File: src/rtl/sport_pin_pkg.sv
package sport_pin_pkg;

   localparam int unsigned CSR_W = 32;

   // Three output lines of a synchronous serial engine
   typedef struct packed {
      logic txd;
      logic sclk;
      logic sfrm;
   } sp_lines_t;

   // Level driven on an unowned dedicated pin group
   localparam sp_lines_t SP_IDLE = '{txd: 1'b1, sclk: 1'b0, sfrm: 1'b0};

endpackage

File: src/rtl/sport_ctl_reg.sv
module sport_ctl_reg #(
   parameter int unsigned ADDR_W   = 4,
   parameter logic [ADDR_W-1:0] CSR_ADDR = '0,
   parameter int unsigned UART_BIT = 12,
   parameter int unsigned SSP_BIT  = 18
) (
   input  logic                            clk,
   input  logic                            rst_n,
   input  logic                            sel,
   input  logic                            we,
   input  logic [ADDR_W-1:0]               addr,
   input  logic [sport_pin_pkg::CSR_W-1:0] wdata,
   output logic [sport_pin_pkg::CSR_W-1:0] rdata,
   output logic                            uart_ra,
   output logic                            ssp_ra
);
   logic hit;
   logic uart_q, ssp_q;

   assign hit = (addr == CSR_ADDR);

   always_ff @(posedge clk or negedge rst_n) begin
      if (!rst_n) begin
         uart_q <= 1'b0;
         ssp_q  <= 1'b0;
      end else if (sel && we && hit) begin
         uart_q <= wdata[UART_BIT];
         ssp_q  <= wdata[SSP_BIT];
      end
   end

   always_comb begin
      rdata = '0;
      if (hit) begin
         rdata[UART_BIT] = uart_q;
         rdata[SSP_BIT]  = ssp_q;
      end
   end

   assign uart_ra = uart_q;
   assign ssp_ra  = ssp_q;
endmodule

File: src/rtl/sport_p1_route.sv
module sport_p1_route (
   input  logic ra,
   input  logic sel_uart,
   input  logic uart_txd,
   input  logic sdlc_txd,
   input  logic pin_rx,
   input  logic gp_rx,
   output logic pin_tx,
   output logic pin_oe,
   output logic gp_tx,
   output logic uart_rxd,
   output logic sdlc_rxd,
   output logic uart_act,
   output logic sdlc_act
);
   logic uart_on_ded;

   assign uart_on_ded = !ra && sel_uart;
   assign uart_act    = ra || sel_uart;
   assign sdlc_act    = !uart_on_ded;

   assign pin_tx   = uart_on_ded ? uart_txd : sdlc_txd;
   assign pin_oe   = 1'b1;
   assign gp_tx    = uart_txd;
   assign sdlc_rxd = sdlc_act ? pin_rx : 1'b1;
   assign uart_rxd = ra ? gp_rx : (uart_on_ded ? pin_rx : 1'b1);
endmodule

File: src/rtl/sport_p4_route.sv
module sport_p4_route
   import sport_pin_pkg::*;
(
   input  logic      ra,
   input  logic      codec_en,
   input  logic      ssp_en,
   input  sp_lines_t codec_o,
   input  sp_lines_t ssp_o,
   input  logic      pin_rx,
   input  logic      gp_rx,
   output sp_lines_t ded,
   output logic      ded_oe,
   output sp_lines_t gp_tx,
   output logic      codec_rxd,
   output logic      ssp_rxd,
   output logic      codec_act,
   output logic      ssp_act
);
   logic ssp_on_ded;

   assign codec_act  = ra || codec_en;
   assign ssp_on_ded = !ra && !codec_en && ssp_en;
   assign ssp_act    = ra || ssp_on_ded;

   always_comb begin
      if (codec_act)       ded = codec_o;
      else if (ssp_on_ded) ded = ssp_o;
      else                 ded = SP_IDLE;
   end

   assign ded_oe    = codec_act || ssp_on_ded;
   assign gp_tx     = ssp_o;
   assign codec_rxd = codec_act ? pin_rx : 1'b1;
   assign ssp_rxd   = ra ? gp_rx : (ssp_on_ded ? pin_rx : 1'b1);
endmodule

File: src/rtl/sport_pin_router.sv
module sport_pin_router
   import sport_pin_pkg::*;
#(
   parameter int unsigned GPIO_W   = 16,
   parameter int unsigned ADDR_W   = 4,
   parameter logic [ADDR_W-1:0] CSR_ADDR = '0,
   parameter int unsigned UART_BIT = 12,
   parameter int unsigned SSP_BIT  = 18,
   parameter int unsigned UTX_PIN  = 14,
   parameter int unsigned URX_PIN  = 15,
   parameter int unsigned STX_PIN  = 10,
   parameter int unsigned SRX_PIN  = 11,
   parameter int unsigned SCK_PIN  = 12,
   parameter int unsigned SFM_PIN  = 13
) (
   input  logic              clk,
   input  logic              rst_n,
   input  logic              reg_sel,
   input  logic              reg_we,
   input  logic [ADDR_W-1:0] reg_addr,
   input  logic [31:0]       reg_wdata,
   output logic [31:0]       reg_rdata,
   input  logic              p1_sel_uart,
   input  logic              uart_txd,
   input  logic              sdlc_txd,
   output logic              uart_rxd,
   output logic              sdlc_rxd,
   output logic              p1_uart_act,
   output logic              p1_sdlc_act,
   output logic              p1_pin_tx,
   output logic              p1_pin_oe,
   input  logic              p1_pin_rx,
   input  logic              p4_codec_en,
   input  logic              p4_ssp_en,
   input  logic              codec_txd,
   input  logic              codec_sclk,
   input  logic              codec_sfrm,
   input  logic              ssp_txd,
   input  logic              ssp_sclk,
   input  logic              ssp_sfrm,
   output logic              codec_rxd,
   output logic              ssp_rxd,
   output logic              p4_codec_act,
   output logic              p4_ssp_act,
   output logic              p4_pin_tx,
   output logic              p4_pin_clk,
   output logic              p4_pin_frm,
   output logic              p4_pin_oe,
   input  logic              p4_pin_rx,
   input  logic [GPIO_W-1:0] gp_out_i,
   input  logic [GPIO_W-1:0] gp_oe_i,
   input  logic [GPIO_W-1:0] gp_in_i,
   output logic [GPIO_W-1:0] gp_out_o,
   output logic [GPIO_W-1:0] gp_oe_o,
   output logic [GPIO_W-1:0] gp_ovr_o
);
   localparam logic [GPIO_W-1:0] TAKEN_MASK =
      (GPIO_W'(1) << UTX_PIN) | (GPIO_W'(1) << URX_PIN) | (GPIO_W'(1) << STX_PIN) |
      (GPIO_W'(1) << SRX_PIN) | (GPIO_W'(1) << SCK_PIN) | (GPIO_W'(1) << SFM_PIN);

   // Elaboration-time parameter checks
   if (UART_BIT >= CSR_W || SSP_BIT >= CSR_W || UART_BIT == SSP_BIT) begin : g_bad_bits
      $error("flag bit positions must be distinct and inside the control word");
   end
   if (UTX_PIN >= GPIO_W || URX_PIN >= GPIO_W || STX_PIN >= GPIO_W ||
       SRX_PIN >= GPIO_W || SCK_PIN >= GPIO_W || SFM_PIN >= GPIO_W) begin : g_bad_range
      $error("a reassigned pin index lies outside the general-purpose bank");
   end
   if ($countones(TAKEN_MASK) != 6) begin : g_bad_overlap
      $error("reassigned pin indices must be distinct");
   end

   logic      uart_ra, ssp_ra;
   logic      p1_gp_tx;
   sp_lines_t codec_lines, ssp_lines, p4_ded, p4_gp;

   sport_ctl_reg #(
      .ADDR_W(ADDR_W), .CSR_ADDR(CSR_ADDR), .UART_BIT(UART_BIT), .SSP_BIT(SSP_BIT)
   ) u_ctl (
      .clk(clk), .rst_n(rst_n), .sel(reg_sel), .we(reg_we), .addr(reg_addr),
      .wdata(reg_wdata), .rdata(reg_rdata), .uart_ra(uart_ra), .ssp_ra(ssp_ra)
   );

   sport_p1_route u_p1 (
      .ra(uart_ra), .sel_uart(p1_sel_uart), .uart_txd(uart_txd), .sdlc_txd(sdlc_txd),
      .pin_rx(p1_pin_rx), .gp_rx(gp_in_i[URX_PIN]), .pin_tx(p1_pin_tx), .pin_oe(p1_pin_oe),
      .gp_tx(p1_gp_tx), .uart_rxd(uart_rxd), .sdlc_rxd(sdlc_rxd),
      .uart_act(p1_uart_act), .sdlc_act(p1_sdlc_act)
   );

   assign codec_lines = '{txd: codec_txd, sclk: codec_sclk, sfrm: codec_sfrm};
   assign ssp_lines   = '{txd: ssp_txd,   sclk: ssp_sclk,   sfrm: ssp_sfrm};

   sport_p4_route u_p4 (
      .ra(ssp_ra), .codec_en(p4_codec_en), .ssp_en(p4_ssp_en),
      .codec_o(codec_lines), .ssp_o(ssp_lines), .pin_rx(p4_pin_rx),
      .gp_rx(gp_in_i[SRX_PIN]), .ded(p4_ded), .ded_oe(p4_pin_oe), .gp_tx(p4_gp),
      .codec_rxd(codec_rxd), .ssp_rxd(ssp_rxd),
      .codec_act(p4_codec_act), .ssp_act(p4_ssp_act)
   );

   assign p4_pin_tx  = p4_ded.txd;
   assign p4_pin_clk = p4_ded.sclk;
   assign p4_pin_frm = p4_ded.sfrm;

   // Per-pin merge of engine lines into the general-purpose bank
   for (genvar i = 0; i < GPIO_W; i++) begin : g_pin
      if (i == UTX_PIN) begin : g_drv_u
         assign gp_ovr_o[i] = uart_ra;
         assign gp_out_o[i] = uart_ra ? p1_gp_tx : gp_out_i[i];
         assign gp_oe_o[i]  = uart_ra ? 1'b1 : gp_oe_i[i];
      end else if (i == URX_PIN) begin : g_rcv_u
         assign gp_ovr_o[i] = uart_ra;
         assign gp_out_o[i] = uart_ra ? 1'b0 : gp_out_i[i];
         assign gp_oe_o[i]  = uart_ra ? 1'b0 : gp_oe_i[i];
      end else if (i == STX_PIN || i == SCK_PIN || i == SFM_PIN) begin : g_drv_s
         logic line;
         if (i == STX_PIN) begin : g_tx
            assign line = p4_gp.txd;
         end else if (i == SCK_PIN) begin : g_ck
            assign line = p4_gp.sclk;
         end else begin : g_fm
            assign line = p4_gp.sfrm;
         end
         assign gp_ovr_o[i] = ssp_ra;
         assign gp_out_o[i] = ssp_ra ? line : gp_out_i[i];
         assign gp_oe_o[i]  = ssp_ra ? 1'b1 : gp_oe_i[i];
      end else if (i == SRX_PIN) begin : g_rcv_s
         assign gp_ovr_o[i] = ssp_ra;
         assign gp_out_o[i] = ssp_ra ? 1'b0 : gp_out_i[i];
         assign gp_oe_o[i]  = ssp_ra ? 1'b0 : gp_oe_i[i];
      end else begin : g_pass
         assign gp_ovr_o[i] = 1'b0;
         assign gp_out_o[i] = gp_out_i[i];
         assign gp_oe_o[i]  = gp_oe_i[i];
      end
   end
endmodule

File: config.mk
export PLATFORM = sky130hd
export DESIGN_NAME = sport_pin_router
export DESIGN_NICKNAME = d
export VERILOG_FILES = /design/src/rtl/sport_pin_pkg.sv /design/src/rtl/sport_ctl_reg.sv /design/src/rtl/sport_p1_route.sv /design/src/rtl/sport_p4_route.sv /design/src/rtl/sport_pin_router.sv
export SDC_FILE = /design/constraint.sdc
export NUM_CORES = 1
export LEC_CHECK = 0
export BUFFER_PORTS_ARGS = -buffer_cell sky130_fd_sc_hd__buf_2
export CAP_MARGIN = 20
export CORE_AREA = 2 2 76 78
export DETAILED_ROUTE_END_ITERATION = 6
export DIE_AREA = 0 0 78 80
export GPL_ROUTABILITY_DRIVEN = 0
export PLACE_DENSITY = 0.66
export SLEW_MARGIN = 30
export SYNTH_ARGS = -nofsm -noshare
export SYNTH_HDL_FRONTEND = slang
export SYNTH_HIERARCHICAL = 1
export SYNTH_SLANG_ARGS = --single-unit
File: constraint.sdc
create_clock -name clk -period 1.2 [get_ports clk]
set_clock_uncertainty 0.05 [all_clocks]
set_input_delay 0.18 -clock clk [delete_from_list [all_inputs] [get_ports clk]]
set_output_delay 0.18 -clock clk [all_outputs]
set_load 0.005 [all_outputs]
==> results of run 1 <==
## flip-flops by register name, indices dropped and copies added (netlist names)
| register | count |
|---|---|
| u_ctl/ssp_ra | 1 |
| u_ctl/uart_ra | 1 |
## Yosys cell counts, types with 2 or more instances
cell type / instances
buf_4: 71
or2_2: 5
mux2_2: 4
conb_1: 3
inv_1: 3
mux2_4: 3
nor2b_1: 3
o21ai_0: 3
o21ai_2: 3
and2_2: 2
and2b_2: 2
dfrtp_1: 2
nand2_1: 2
nand2b_1: 2
## cells by family (layout without fill, tap and decap cells)
group / Yosys count / in the layout / synth area share (%)
flops: 2 / 2 / 5.435
compound gates: 9 / 9 / 7.202
mux: 7 / 7 / 9.782
simple gates: 22 / 22 / 17.26
other cells: 3 / 41 / 1.223
buf+inv: 74 / 91 / 59.10
## power breakdown
group	internal (mW)	leakage, nW	switching (mW)
Clock	0.226	0.0228	0.0646
Sequential	0.0839	0.0230	0.0227
Combinational	0.535	0.698	0.304
Total	0.845	0.743	0.391
## metal layers
layer / vias up / GRT usage, %
li1: 370 / -
met1: 347 / 7.128
met2: 87 / 13.79
met3: 4 / 1.357
met4: 0 / 2.807
met5: - / 0
## worst max-delay path by stage
stage | start | to | slack (ps) | cells after the start
final | u_ctl/ssp_ra | gp_out_o[10] | -260 | 3
after global routing | u_ctl/ssp_ra | p4_pin_clk | -300 | 4
after CTS | u_ctl/ssp_ra | gp_out_o[10] | -270 | 3
after detailed placement | reg_addr[3] | u_ctl/ssp_ra | -150 | 4
after global placement | reg_addr[3] | u_ctl/ssp_ra | -140 | 4
after floorplan | u_ctl/uart_ra | p1_pin_tx | 30 | 2
## per-stage QoR
step	setup slack (ps)	util [%]	power [mW]
2_1_floorplan	34.68	-	0.5486
3_3_place_gp	-137.5	18.87	0.6303
3_5_place_dp	-153.1	18.87	0.6367
4_1_cts	-266.9	24.10	1.211
5_1_grt	-295.7	24.86	1.333
6_report	-259.7	24.86	1.237
## final cells by class
type                    instances  area (um2)  share of cell area, %
multi-input cells              79       520.5                  38.73
clock buffers                   4       45.04                  3.352
inverters                       3       11.26                 0.8380
flip-flops and latches          2       52.55                  3.911
repair buffers                 84       624.3                  46.46
well taps                      72       90.09                  6.704
## timing repair
action | in CTS | in global routing
resized for setup | 40 | 7
hold endpoints to repair | 2 | 0
setup endpoints to repair | 33 | 35
hold buffers | 1 | 0
pin swaps | 6 | 1
buffers inserted | 6 | 1
==> results.py, run 1 <==
metrics = {
    "clocking": {
        "htreeDepth": 1,
        "cts_buffers": 3,
        "clock_latency_ps": 210,
        "cts_buffer_depth": 2,
        "numClockSinks": 2,
        "cts_tree": "yes",
        "root_buffer": "clkbuf_8",
        "clk_pin_slew_worst_paths_ps": 30,
    },
    "worst_setup_path": {
        "reg2reg_slack_ps": 50,
        "critical-path-max-stage-delay_ps": 440,
        "reg2regPathDepth": 3,
        "reg2reg_from": "u_ctl/ssp_ra",
        "cp_num_buf_inv": 2,
        "crit_family": "flip-flops",
        "crit_required_ps": 970,
        "cp-end-kind": "primary output",
        "start_kind": "flop",
        "path_common_cell": "buf_6",
        "worstReg2RegEnd": "u_ctl/ssp_ra",
        "path_class": "reg2out",
        "worstPathMaxFanout": 7,
        "cp.arrival_ps": 1230,
        "critPathSlowestCell": "dfrtp_2",
        "path_cells": "buf_6, mux2_4, buf_6",
    },
    "timing": {
        "hold_violations": 0,
        "period_share_pct": 121.6,
        "max_freq_mhz": 685.1,
        "setup_viol": 33,
        "fin_setup_tns_ps": -5688,
        "maxSlewViolCount": 0,
        "whs_ps": 148.4,
        "min_period_ps": 1460,
        "rsz0062_at_grt": "true",
        "fin_ws_ps": -259.7,
    },
    "detailed_routing": {
        "wl_met2_mm": 1.280,
        "routed.top_layer": "met4",
        "m1WireLength_um": 877,
        "first_pass_iters": 3,
        "dr_wl_met3_um": 324,
        "routedWlPerCell_um": 10.29,
        "routed_wl_mm": 2.510,
        "avgViaCountPerCell": 3.311,
        "drtIter0Drc": 1,
        "vias": 808,
        "ant_nets": 0,
        "route.detailed.drc": 0,
    },
    "yosys": {
        "synthArstFlopShare_pct": 100.0,
        "synth-edff-count": 0,
        "avgSynthCellArea_um2": 7.871,
        "synth_top_cells_by_area": "buf_4 (58%), dfrtp_1 (5.4%), mux2_2 (4.9%)",
        "synth_seq_cells": 2,
        "synth_flop_cell": "dfrtp_1",
        "syn_area_um2": 920.9,
        "yosysSeqAreaShare_pct": 5.435,
        "synth_top_cell_by_area": "buf_4",
        "yosys_warnings": 6,
        "ys_types": 23,
        "synth_cells": 117,
        "yosysTopAreaCellShare_pct": 57.88,
    },
    "final_layout": {
        "final_common_cell": "buf_2",
        "num-nets-final": 274,
        "area.growth.synth_to_final_pct": 45.92,
        "final_cell_mix": "buf_2 (50), conb_1 (41), buf_6 (31)",
        "n_fill_cell": 596,
        "diodes": 0,
        "fin_cells": 244,
        "postLayoutCellArea_um2": 1344,
        "drive_gt1_share_pct": 65.70,
    },
    "placed_design": {
        "placed_area_um2": 1020,
        "dp_cells": 232,
        "port_buffers": 69,
        "place_hpwl_mm": 1.814,
    },
    "outcome": {
        "run_status": "finished, violations left",
        "violations": "setup timing",
    },
    "grt": {
        "grt_overflow": 0,
        "grt_pass1_wl_mm": 3.415,
        "grt_max_degree": 8,
        "antenna_found_initial": 0,
        "grt_usage_pct": 6.982,
        "grt_pass1_vias": 744,
    },
    "floorplanning": {
        "die_h_um": 80,
        "core_um2": 5405,
        "start_util_pct": 17.04,
        "fp.dieW_um": 78,
        "rows": 27,
        "dieArea_um2": 6240,
        "io_pins": 195,
    },
    "job": {
        "drv_cap": 0,
    },
    "worst_hold_path": {
        "hold_path_end": "u_ctl/uart_ra",
        "hold_path_class": "in2reg",
        "min_path_cells": 2,
        "worstHoldStart": "reg_wdata[12]",
    },
    "power_and_ir_drop": {
        "leakagePower_nw": 0.7435,
        "peakVddDrop_mv": 0.3911,
        "cellPowerDensity_nw_per_um2": 920.2,
    },
}
Note: power is estimated with default switching activity, not from simulation.
==> inputs of run 2 (changes only) <==
--- a/config.mk
+++ b/config.mk
@@ -11,8 +11,8 @@
 export DETAILED_ROUTE_END_ITERATION = 6
 export DIE_AREA = 0 0 78 80
 export GPL_ROUTABILITY_DRIVEN = 0
+export MAX_ROUTING_LAYER = met4
 export PLACE_DENSITY = 0.66
-export SLEW_MARGIN = 30
 export SYNTH_ARGS = -nofsm -noshare
 export SYNTH_HDL_FRONTEND = slang
 export SYNTH_HIERARCHICAL = 1
==> constraint.sdc (replaced) <==
create_clock -name clk -period 1.2 [get_ports clk]
set_clock_uncertainty 0.05 [all_clocks]
set_input_delay 0.18 -clock clk [delete_from_list [all_inputs] [get_ports clk]]
set_output_delay 0.18 -clock clk [all_outputs]
set_load 0.05 [all_outputs]
==> run 2 against run 1 <==
Net effect: the flow still finishes with violations (setup timing); sequential share of layout area is 0.61 points lower; register-to-register slack got worse by 80 ps; setup slack lost 60 ps; power increased by 81%; fmax shrank 3.9%; non-clock buffer count rose by 3; first-iteration DRC count rose to 12 times the previous value; largest power group unchanged.
==> results.py, run 2 (same netlist as run 1, synthesis figures left out) <==
metrics = {
    "job": {
        "drv_cap": 0,
    },
    "worst_setup_path": {
        "path_class": "reg2out",
        "reg2regPathDepth": 4,
        "crit_family": "flip-flops",
        "reg2reg_slack_ps": -30,
        "crit_required_ps": 970,
        "cp.arrival_ps": 1290,
        "cp_num_buf_inv": 2,
        "critPathSlowestCell": "dfrtp_2",
        "worstReg2RegEnd": "u_ctl/uart_ra",
        "path_cells": "buf_6, mux2_4, buf_8",
        "cp-end-kind": "primary output",
        "critical-path-max-stage-delay_ps": 450,
        "start_kind": "flop",
        "reg2reg_from": "u_ctl/uart_ra",
        "cp.depth": 3,
        "worstPathMaxFanout": 7,
    },
    "clocking": {
        "cts_tree": "yes",
        "root_buffer": "clkbuf_8",
        "clock_latency_ps": 210,
        "clk_pin_slew_worst_paths_ps": 30,
        "numClockSinks": 2,
        "cts_buffer_depth": 2,
        "htreeDepth": 1,
        "cts_buffers": 3,
    },
    "power_and_ir_drop": {
        "cellPowerDensity_nw_per_um2": 1406,
        "leakagePower_nw": 0.8357,
        "peakVddDrop_mv": 0.3228,
    },
    "timing": {
        "maxSlewViolCount": 0,
        "min_period_ps": 1519,
        "fin_setup_tns_ps": -7447,
        "period_share_pct": 126.6,
        "hold_violations": 0,
        "fin_ws_ps": -319.3,
        "whs_ps": 163.4,
        "max_freq_mhz": 658.2,
        "rsz0062_at_grt": "true",
        "setup_viol": 33,
    },
    "worst_hold_path": {
        "hold_path_end": "u_ctl/ssp_ra",
        "worstHoldStart": "reg_wdata[18]",
        "min_path_cells": 2,
        "hold_path_class": "in2reg",
    },
    "placed_design": {
        "place_hpwl_mm": 1.792,
        "dp_cells": 232,
        "port_buffers": 69,
    },
    "floorplanning": {
        "core_um2": 5405,
        "die_h_um": 80,
        "rows": 27,
        "fp.dieW_um": 78,
        "dieArea_um2": 6240,
        "start_util_pct": 17.04,
        "io_pins": 195,
    },
    "final_layout": {
        "num-nets-final": 277,
        "final_util_pct": 29.42,
        "drive_gt1_share_pct": 70.11,
        "final_common_cell": "conb_1",
        "diodes": 0,
        "area.growth.synth_to_final_pct": 72.69,
        "fin_cells": 246,
        "final_cell_mix": "conb_1 (41), buf_2 (36), buf_6 (26)",
    },
    "detailed_routing": {
        "drtIter0Drc": 12,
        "routed_wl_mm": 2.561,
        "avgViaCountPerCell": 3.354,
        "route.detailed.drc": 0,
        "routedWlPerCell_um": 10.41,
        "vias": 825,
        "ant_nets": 0,
        "first_pass_iters": 4,
    },
    "grt": {
        "grt_max_degree": 8,
        "antenna_found_initial": 0,
        "grt_pass1_vias": 746,
        "grt_pass1_wl_mm": 3.387,
        "grt_overflow": 0,
        "grt_usage_pct": 7.413,
    },
    "outcome": {
        "run_status": "finished, violations left",
        "violations": "setup timing",
    },
}
==> run 2: changes by cell type in the layout (fill, tap and decap cells not counted), sizes merged <==
| cell | previous run | this run |
|---|---|---|
| buf | 83 | 86 |
| clkbuf | 4 | 3 |
==> run 2: what timing repair did <==
action                                  CTS  global route
hold buffers                              1             0
gates cloned                              0             0
resized for setup                       107             6
pin swaps                                 4             0
endpoints found under the setup margin   33            35
endpoints found under the hold margin     2             0
setup buffers                             9             2
==> run 2: routing by layer <==
layer / GRT usage [%] / vias to the layer above / routed length, um
li1: - / 373 / -
met2: 13.10 / 73 / 1345
met1: 7.397 / 375 / 893
met5: - / - / 0
met3: 2.715 / 4 / 295
met4: 3.158 / 0 / 27
==> run 2: metrics by stage <==
stage                     area, um2  worst slack, ps  total power, mW
after CTS                      1559           -333.4            2.217
after detailed placement       1105           -279.7            1.473
after global placement         1105           -238.3            1.463
final                          1590           -319.3            2.235
after global routing           1590           -358.8            2.315
after floorplan                1137           -259.9            1.537
==> run 2: worst max-delay path by stage <==
stage | slack, ps | endpoint | start
after floorplan | -260 | p4_pin_clk | u_ctl/ssp_ra
after detailed placement | -280 | p4_pin_frm | u_ctl/ssp_ra
after global routing | -360 | gp_out_o[13] | u_ctl/ssp_ra
final | -320 | gp_out_o[13] | u_ctl/ssp_ra
after global placement | -240 | p4_pin_frm | u_ctl/ssp_ra
after CTS | -330 | gp_out_o[10] | u_ctl/ssp_ra
==> run 2: final cells by class <==
class                      instances  area [um2]
timing repair buffer              87       803.3
clock buffer                       3       41.29
sequential                         2       52.55
fill                             561        3815
tap                               72       90.09
multi-input combinational         79       591.8
inverter                           3       11.26
==> run 2: report_power, final <==
| group | switching [mW] | internal (mW) |
|---|---|---|
| clock | 0.0538 | 0.212 |
| sequential | 0.0228 | 0.0839 |
| combinational | 1.14 | 0.722 |
| total | 1.22 | 1.02 |
==> inputs of run 3 (changes only) <==
--- a/config.mk
+++ b/config.mk
@@ -5,14 +5,15 @@
 export SDC_FILE = /design/constraint.sdc
 export NUM_CORES = 1
 export LEC_CHECK = 0
+export ABC_AREA = 1
 export BUFFER_PORTS_ARGS = -buffer_cell sky130_fd_sc_hd__buf_2
 export CAP_MARGIN = 20
-export CORE_AREA = 2 2 76 78
+export CORE_AREA = 2 2 75 77
 export DETAILED_ROUTE_END_ITERATION = 6
-export DIE_AREA = 0 0 78 80
+export DIE_AREA = 0 0 77 79
 export GPL_ROUTABILITY_DRIVEN = 0
 export MAX_ROUTING_LAYER = met4
-export PLACE_DENSITY = 0.66
+export PLACE_DENSITY = 0.68
 export SYNTH_ARGS = -nofsm -noshare
 export SYNTH_HDL_FRONTEND = slang
 export SYNTH_HIERARCHICAL = 1
==> run 3 against run 2 <==
Net effect: the flow still finishes with violations (setup timing); combinational power down 9.7%; cell count up 12%; utilization down 1.2 points; register-to-register slack better by 180 ps.
==> results.py, run 3 <==
metrics = {
    "worst_setup_path": {
        "crit_required_ps": 970,
        "cp-startpoint": "u_ctl/ssp_ra",
        "reg2reg_from": "u_ctl/ssp_ra",
        "path_common_cell": "buf_4",
        "cp.arrival_ps": 1280,
        "path_cells": "buf_4, or2_4, buf_4",
        "path_class": "reg2out",
        "cp-end-kind": "primary output",
        "cp_num_buf_inv": 2,
        "crit_family": "flip-flops",
        "critPathSlowestCell": "dfrtp_2",
        "critical-path-max-stage-delay_ps": 430,
        "worstReg2RegEnd": "u_ctl/ssp_ra",
        "start_kind": "flop",
        "reg2regPathDepth": 5,
        "reg2reg_slack_ps": 150,
        "worstPathMaxFanout": 13,
    },
    "power_and_ir_drop": {
        "p_sw_mw": 1.208,
        "peakVddDrop_mv": 0.2600,
        "combinationalPowerShare_pct": 82.2,
        "switching_share_pct": 59.10,
        "pwr-share-clk_pct": 12.6,
        "intPower_mw": 0.8362,
        "cellPowerDensity_nw_per_um2": 1357,
        "power_mw": 2.045,
        "power_frac_seq_pct": 5.2,
        "leakagePower_nw": 0.8409,
    },
    "outcome": {
        "violations": "setup timing",
        "run_status": "finished, violations left",
    },
    "timing": {
        "hold_violations": 0,
        "maxSlewViolCount": 0,
        "period_share_pct": 125.9,
        "whs_ps": 182.6,
        "min_period_ps": 1510,
        "setup_viol": 32,
        "fin_ws_ps": -310.4,
        "rsz0062_at_grt": "true",
        "max_freq_mhz": 662.1,
        "fin_setup_tns_ps": -5136,
    },
    "placed_design": {
        "port_buffers": 69,
        "place_hpwl_mm": 1.793,
    },
    "detailed_routing": {
        "route.detailed.drc": 0,
        "ant_nets": 0,
        "first_pass_iters": 3,
        "drtIter0Drc": 20,
        "vias": 913,
        "routed_wl_mm": 2.405,
        "routedWlPerCell_um": 8.714,
        "avgViaCountPerCell": 3.308,
    },
    "yosys": {
        "avgSynthCellArea_um2": 6.165,
        "synth-edff-count": 0,
        "synth_seq_cells": 2,
        "yosysTopAreaCellShare_pct": 56.88,
        "yosysSeqAreaShare_pct": 5.340,
        "yosys_warnings": 6,
        "ys_types": 19,
        "synthArstFlopShare_pct": 100.0,
        "synth_top_cell_by_area": "buf_4",
        "synth_flop_cell": "dfrtp_1",
        "syn_area_um2": 937.1,
        "synth_top_cells_by_area": "buf_4 (57%), nand2_1 (13%), inv_1 (5.6%)",
        "synth_cells": 152,
        "synth.most_common_cell": "buf_4",
        "synth_common_cells": "buf_4 (71), nand2_1 (33), inv_1 (14), nor2_1 (6), nand3_1 (4)",
    },
    "grt": {
        "grt_pass1_wl_mm": 3.567,
        "grt_pass1_vias": 850,
        "grtUsageMet3_pct": 1.477,
        "grt_usage_pct": 7.412,
        "globalRoute.busiestLayer": "met2",
        "antenna_found_initial": 0,
        "met2_usage_pct": 15.53,
        "grt_overflow": 0,
        "grt_max_degree": 14,
        "grtUsageMet1_pct": 6.121,
    },
    "worst_hold_path": {
        "worstHoldStart": "reg_wdata[12]",
        "min_path_cells": 3,
        "hold_path_end": "u_ctl/uart_ra",
        "hold_path_class": "in2reg",
    },
    "clocking": {
        "cts_tree": "yes",
        "cts_buffer_depth": 2,
        "numClockSinks": 2,
        "htreeDepth": 1,
        "cts_buffers": 3,
        "root_buffer": "clkbuf_8",
        "clock_latency_ps": 200,
        "clk_pin_slew_worst_paths_ps": 30,
    },
    "floorplanning": {
        "die_h_um": 79,
        "dieArea_um2": 6083,
        "io_pins": 195,
        "core_um2": 5338,
        "start_util_pct": 17.56,
        "fp.dieW_um": 77,
        "rows": 27,
    },
    "final_layout": {
        "final_util_pct": 28.22,
        "area.growth.synth_to_final_pct": 60.75,
        "diodes": 0,
        "final_cell_mix": "conb_1 (41), buf_2 (36), buf_6 (22)",
        "num-nets-final": 307,
        "n_fill_cell": 591,
        "final_common_cell": "conb_1",
        "drive_gt1_share_pct": 61.76,
    },
    "job": {
        "drv_cap": 0,
    },
}
==> run 3: cell count changes in the layout (fill, tap and decap cells not counted), moves of 5 or more <==
cell     before  now
mux2_4        6    0
nand2_2       0    8
nand2_1       2   19
inv_2         0    5
buf_4         6   14
buf_8        17   10
nor2_4        0    7
inv_1         3    9
nand2_4       0    7
==> run 3: cell families (layout without fill, tap and decap cells) <==
family / count (synthesis) / after routing / synth area share [%]
buf+inv: 89 / 103 / 64.89
simple gates: 55 / 55 / 26.70
other cells: 3 / 41 / 1.202
compound gates: 3 / 3 / 1.870
flops: 2 / 2 / 5.341
==> run 3: timing repair <==
action | CTS | global route
hold endpoints to repair | 2 | 0
cloned | 0 | 0
gates resized for setup | 85 | 9
hold buffers | 1 | 0
buffers inserted | 4 | 2
setup endpoints to repair | 33 | 33
pin swaps | 10 | 4
==> run 3: per-layer routing <==
metal / share of wire (%) / wire, um
met5: 0 / 0
met3: 9.1 / 219
met2: 60 / 1438
met1: 30 / 710
met4: 1.6 / 38
==> run 3: worst max-delay path by stage <==
stage | cells after the start | to | slack [ps]
after floorplan | 4 | p4_pin_clk | -290
after global placement | 5 | p4_pin_clk | -160
after detailed placement | 5 | p4_pin_tx | -160
after CTS | 5 | p4_pin_clk | -340
after global routing | 5 | p4_pin_frm | -380
final | 3 | gp_oe_o[10] | -310
==> run 3: power groups by stage <==
| stage | Clock (mW) | Sequential (mW) | Combinational, mW |
|---|---|---|---|
| 3_5_place_dp | 0 | 0.104 | 1.33 |
| 6_report | 0.257 | 0.107 | 1.68 |
| 4_1_cts | 0.263 | 0.108 | 1.63 |
| 2_1_floorplan | 0 | 0.116 | 1.42 |
| 3_3_place_gp | 0 | 0.104 | 1.32 |
| 5_1_grt | 0.281 | 0.110 | 1.76 |
==> run 3: per-stage QoR <==
step | cells | worst slack [ps] | cell area [um2]
2_1_floorplan | 190 | -286.7 | 1169
3_3_place_gp | 267 | -159.8 | 1120
3_5_place_dp | 267 | -161.1 | 1120
4_1_cts | 275 | -335.7 | 1461
5_1_grt | 276 | -376.7 | 1506
6_report | 276 | -310.4 | 1506
==> run 3: tightest hold or removal path: cells and delay by family <==
kind	cells	cell delay, ps
buffers and inverters	1	100
AND/OR/NAND/NOR	2	130
==> run 3: layout make-up <==
type / count / area, um2 / area share (%)
Timing Repair Buffer: 83 / 693.2 / 46.01
Multi-Input combinational cell: 99 / 556.8 / 36.96
Tap cell: 72 / 90.09 / 5.980
Inverter: 17 / 72.57 / 4.817
Sequential cell: 2 / 52.55 / 3.488
Clock buffer: 3 / 41.29 / 2.741
